## src/rtl/wdtg_pkg.sv

```systemverilog
package wdtg_pkg;

   typedef enum logic [1:0] {
      PM_RUN   = 2'd0,
      PM_IDLE  = 2'd1,
      PM_SLEEP = 2'd2,
      PM_DOZE  = 2'd3
   } pwr_mode_e;

   typedef enum logic [1:0] {
      TS_NONE  = 2'd0,
      TS_WOKE  = 2'd1,
      TS_RESET = 2'd2
   } to_stat_e;

   localparam int unsigned NUM_CLR_SRC = 4;

endpackage

```

## src/rtl/wdtg_clear_merge.sv

```systemverilog
module wdtg_clear_merge #(
   parameter int unsigned NSRC = 4
) (
   input  logic [NSRC-1:0] src,
   output logic            clr
);

   if (NSRC < 1) begin : g_bad
      $error("wdtg_clear_merge: NSRC must be at least 1");
   end

   logic [NSRC:0] chain;

   assign chain[0] = 1'b0;
   for (genvar i = 0; i < NSRC; i++) begin : g_or
      assign chain[i+1] = chain[i] | src[i];
   end

   assign clr = chain[NSRC];

endmodule

```

## src/rtl/wdtg_base_cnt.sv

```systemverilog
module wdtg_base_cnt #(
   parameter int unsigned W = 8
) (
   input  logic clk,
   input  logic rst_n,
   input  logic clr,
   input  logic tick,
   output logic carry
);

   if (W < 1) begin : g_bad
      $error("wdtg_base_cnt: W must be at least 1");
   end

   logic [W-1:0] cnt_q;

   always_ff @(posedge clk or negedge rst_n) begin
      if (!rst_n)
         cnt_q <= '0;
      else if (clr)
         cnt_q <= '0;
      else if (tick)
         cnt_q <= cnt_q + 1'b1;
   end

   assign carry = tick & (&cnt_q);

endmodule

```

## src/rtl/wdtg_post_cnt.sv

```systemverilog
module wdtg_post_cnt #(
   parameter int unsigned SEL_W = 4
) (
   input  logic             clk,
   input  logic             rst_n,
   input  logic             clr,
   input  logic             step,
   input  logic [SEL_W-1:0] sel,
   output logic             term_hit
);

   localparam int unsigned PS_W = (1 << SEL_W) - 1;

   if (SEL_W < 1 || SEL_W > 5) begin : g_bad
      $error("wdtg_post_cnt: SEL_W must lie in 1..5");
   end

   logic            at_term;

   if (PS_W == 0) begin : g_nops
      assign at_term = 1'b1;
   end else begin : g_ps
      logic [PS_W-1:0] ps_q;
      logic [PS_W-1:0] mask;

      for (genvar b = 0; b < PS_W; b++) begin : g_mask
         assign mask[b] = (32'(sel) > 32'(b));
      end

      always_ff @(posedge clk or negedge rst_n) begin
         if (!rst_n)
            ps_q <= '0;
         else if (clr)
            ps_q <= '0;
         else if (step)
            ps_q <= ps_q + 1'b1;
      end

      assign at_term = &(ps_q | ~mask);
   end

   assign term_hit = step & at_term;

endmodule

```

## src/rtl/wdtg_action.sv

```systemverilog
module wdtg_action
   import wdtg_pkg::*;
(
   input  logic       clk,
   input  logic       rst_n,
   input  logic       expire,
   input  logic       sw_clr,
   input  pwr_mode_e  mode,
   output logic       wake_req,
   output logic       wdt_rst,
   output to_stat_e   status
);

   logic core_running;

   assign core_running = (mode == PM_RUN);

   always_ff @(posedge clk or negedge rst_n) begin
      if (!rst_n) begin
         wake_req <= 1'b0;
         wdt_rst  <= 1'b0;
      end else begin
         wake_req <= expire & ~core_running;
         wdt_rst  <= expire &  core_running;
      end
   end

   always_ff @(posedge clk or negedge rst_n) begin
      if (!rst_n)
         status <= TS_NONE;
      else if (sw_clr)
         status <= TS_NONE;
      else if (expire)
         status <= core_running ? TS_RESET : TS_WOKE;
   end

endmodule

```

## src/rtl/wdt_mode_guard.sv

```systemverilog
module wdt_mode_guard
   import wdtg_pkg::*;
#(
   parameter int unsigned BASE_W = 8,
   parameter int unsigned SEL_W  = 4
) (
   input  logic             clk,
   input  logic             rst_n,
   input  logic             tick,
   input  logic [SEL_W-1:0] ps_sel,
   input  logic             sw_clr,
   input  logic             sleep_enter,
   input  logic             clk_lost,
   input  logic             freq_chg,
   input  logic [1:0]       pwr_mode,
   output logic             wake_req,
   output logic             wdt_rst,
   output logic [1:0]       to_status
);

   logic clr_any;
   logic base_carry;
   logic term_hit;
   logic expire;
   to_stat_e status_q;

   wdtg_clear_merge #(.NSRC(NUM_CLR_SRC)) u_clr (
      .src ({freq_chg, clk_lost, sleep_enter, sw_clr}),
      .clr (clr_any)
   );

   wdtg_base_cnt #(.W(BASE_W)) u_base (
      .clk   (clk),
      .rst_n (rst_n),
      .clr   (clr_any),
      .tick  (tick),
      .carry (base_carry)
   );

   wdtg_post_cnt #(.SEL_W(SEL_W)) u_post (
      .clk      (clk),
      .rst_n    (rst_n),
      .clr      (clr_any),
      .step     (base_carry),
      .sel      (ps_sel),
      .term_hit (term_hit)
   );

   assign expire = term_hit & ~clr_any;

   wdtg_action u_act (
      .clk      (clk),
      .rst_n    (rst_n),
      .expire   (expire),
      .sw_clr   (sw_clr),
      .mode     (pwr_mode_e'(pwr_mode)),
      .wake_req (wake_req),
      .wdt_rst  (wdt_rst),
      .status   (status_q)
   );

   assign to_status = status_q;

endmodule

```

## config.mk

```make
export PLATFORM = sky130hd
export DESIGN_NAME = wdt_mode_guard
export DESIGN_NICKNAME = d
export VERILOG_FILES = /design/src/rtl/wdtg_pkg.sv /design/src/rtl/wdtg_clear_merge.sv /design/src/rtl/wdtg_base_cnt.sv /design/src/rtl/wdtg_post_cnt.sv /design/src/rtl/wdtg_action.sv /design/src/rtl/wdt_mode_guard.sv
export SDC_FILE = /design/constraint.sdc
export NUM_CORES = 1
export LEC_CHECK = 0
export ABC_AREA = 1
export CAP_MARGIN = 20
export CORE_UTILIZATION = 60
export DETAILED_ROUTE_END_ITERATION = 12
export GPL_TIMING_DRIVEN = 0
export PLACE_DENSITY = 0.92
export SETUP_SLACK_MARGIN = 0.1
export SLEW_MARGIN = 15
export SYNTH_ARGS = -nofsm -noshare
export SYNTH_HDL_FRONTEND = slang
export SYNTH_SLANG_ARGS = --single-unit
```

## constraint.sdc

```tcl
create_clock -name clk -period 3.2 [get_ports clk]
set_input_delay 0.48 -clock clk [delete_from_list [all_inputs] [get_ports clk]]
set_output_delay 0.48 -clock clk [all_outputs]
set_load 0.1 [all_outputs]
```

==> metrics <==
Post-CTS Resized=0; Synth Area in Adders=1.49%; clock latency on the worst-skew pair=0.33 ns; crit-path max cell delay=1.13 ns; reg2reg end=u_post.g_ps.ps_q[6]; Power Internal=0.000411 W; register area=676 sq um; Switching Fraction=24.4%; commonest cells after routing, fill and taps aside=nand2_1, nor2_1, inv_1; Core ar.=0.00257 sq mm; Worst Slack Setup Final=0.878 ns; Buf+Inv Stages, Crit Path=1; DRC Markers=0; Ys Warns=0; post-detail-place hpwl=2.86 mm; final wirelength=3.76 mm; Post-Syn Area per Cell=6.90 sq um; Hold Fails Final Rpt=0; GPL Wtd Cong=0.952; RSZ-0062 raised after global routing=false; nets@finish=279; xor and xnor area share after synthesis=0.522%; Sink Count=27; post-layout min period=2.32 ns; Clock transition at path regs=0.15 ns; mux contribution to synthesized area=0%; CTS HTree Levels=1; hold buffers post-CTS=0; Setup Skew=0.0162 ns; # fillers=215; CTS Buf Count=3; wire length of the first global-routing pass=5.85 mm; Place WS=1.07 ns; Slew HR=35.5%; Iter 0 DRT Violations=70; Post-Synth Simple-Gate Area=39.7%; Multi-input gate area=850 sq um; Post-CTS Setup Bufs=0; WP data arrival=1.84 ns; CP cell instances=clkdlybuf4s50_1; Post-Place Cells=289; DIE HEIGHT=54.9 um; routed length per placed instance=12.8 um; CP max stage cell=clkdlybuf4s50_1; Critical Path Fanout Max=2; Worst Setup Start Kind=flop; antenna diode count=0; sequential share of the synthesized area=40.3%; largest net degree at the start of global routing=28; total negative setup slack=0 ns; power per cell area=287 mW/mm^2; Setup violations, final=0; flops & latches, synth=27; outcome=completed; initial antenna violation count=0; VDD IR max=0.270 mV; worst reg2reg path depth=7; Syn Std Cell Area=0.00168 sq mm; layout cell share with drive strength beyond 1=6.08%; commonest non-fill, non-tap cell in the layout=nand2_1; Vias=1609; Min Hold Slack=0.134 ns; Synth Instances=243; HP Class=in -> async; Syn Nets=258; WP data required=2.72 ns; area delta synth->final=13.1%; Clock Path Buffers=2; Clock Power Share=27.7%; Worst-Margin Slew=0.964 ns; CP Capture Type=primary output; Setup crit end=to_status[0]; Overall Global Routing Usage=27.9%; Comb pwr share=9.4%; Period Utilization, post-route=72.6%; CP Class=reg -> out; FF-to-FF Start=u_post.g_ps.ps_q[0]; power share of the sequential group=62.9%; Remaining Overflow, GRT=0; R2R setup slack=1.54 ns; number of max-cap violations=0; die area=0.00301 sq mm; Horiz. Die Dim=54.9 um; largest family of logic cells by synthesized area=simple AND/OR/NAND/NOR gates; DRT Pass-1 Iters=4; CTS root buf=clkbuf_4; CP Launch Point=u_act.status[0]; IO buf count=16; CTS tree=yes; Max Freq=0.431 GHz; ANT nets after route=0; vias in the first global route=1414; fin area=0.00190 sq mm; net switching power=0.000133 W; Rows=18; Leak=0.899 nW; Layout Cells excl Fill=293; Initial Utilization=65.3%; post-DR vias/cell=5.49; CP delay by family, top=buffers and inverters; Synth Area in Compound Gates=8.96%; stages on the worst setup path=1; final slew viol count=0; Yosys cell types=24; placed cell areas=0.00187 sq mm; I/O Pins=17
[worst min-delay path by stage]
stage / cells past startpoint / endpoint / slack, ns
6_report: 1 / u_post.g_ps.ps_q[8] / 0.13
5_1_grt: 1 / u_post.g_ps.ps_q[8] / 0.19
4_1_cts: 1 / u_post.g_ps.ps_q[8] / 0.15
3_5_place_dp: 1 / u_base.cnt_q[6] / 0.49
3_3_place_gp: 1 / u_post.g_ps.ps_q[2] / 0.47
2_1_floorplan: 0 / u_act.status[0] / 0.18
[registers in the layout (all words and copies together), names as in the netlist]
name              cells
u_base.cnt_q          8
u_act.wake_req        1
u_act.status          2
u_post.g_ps.ps_q     15
u_act.wdt_rst         1
[synth_stat cells]
master,n,area [sq um]
nor3_2,2,20.0
nand2_4,2,22.5
nand2_1,61,229
nand3_2,1,10.0
nand3_1,18,90.1
nand4_1,6,37.5
buf_2,1,5.00
nor2_8,1,20.0
nor3_1,11,55.1
o21ai_0,15,75.1
o21bai_1,1,7.51
and3_1,2,12.5
ha_1,2,25.0
nor2_4,1,11.3
a211oi_1,2,15.0
a21oi_1,8,40.0
inv_2,2,7.51
dfrtp_1,27,676
nor2_1,37,139
nor4_1,1,6.26
xnor2_1,1,8.76
a31oi_1,2,12.5
nor2_2,2,12.5
inv_1,37,139
[area by class of cell]
| type | count | share of cell area, % |
|---|---|---|
| multi-input cells | 176 | 44.8 |
| repair buffers | 16 | 8.18 |
| inverters | 39 | 7.72 |
| flip-flops and latches | 27 | 35.6 |
| plain buffers | 1 | 0.264 |
| clock buffers | 4 | 1.39 |
| well taps | 30 | 1.98 |
[cells by family (layout without fill, tap and decap cells)]
group                    count (synthesis)  in the layout
XOR/XNOR                                 1              1
adder cells (fa/ha/maj)                  2              2
AO/OA/AOI/OAI                           28             28
flip-flops                              27             27
buffers and inverters                   40             60
AND/OR/NAND/NOR                        145            145
[power groups by stage]
stage	sequential (W)	clock [W]	combinational, W
detailed placement	0.000348	0	0.0000507
CTS	0.000342	0.000152	0.0000509
global placement	0.000348	0	0.0000502
floorplan	0.000348	0	0.0000205
global route	0.000342	0.000160	0.0000572
finish	0.000342	0.000151	0.0000510
[routing by layer]
layer,share of wire (%),up-vias,routed length (um),global-route usage (%)
met5,0,-,0,0
met3,4.2,5,159,2.78
met1,45,740,1680,36.1
met4,1.1,0,42,10.3
met2,50,43,1880,47.8
li1,-,821,-,-
[metrics by stage]
step	util (%)	total power [W]
after floorplan	-	0.000369
after global placement	73.0	0.000398
after detailed placement	72.8	0.000399
after CTS	73.8	0.000545
after global routing	73.8	0.000559
final	73.8	0.000544
Power figures use the tool's default switching activity.
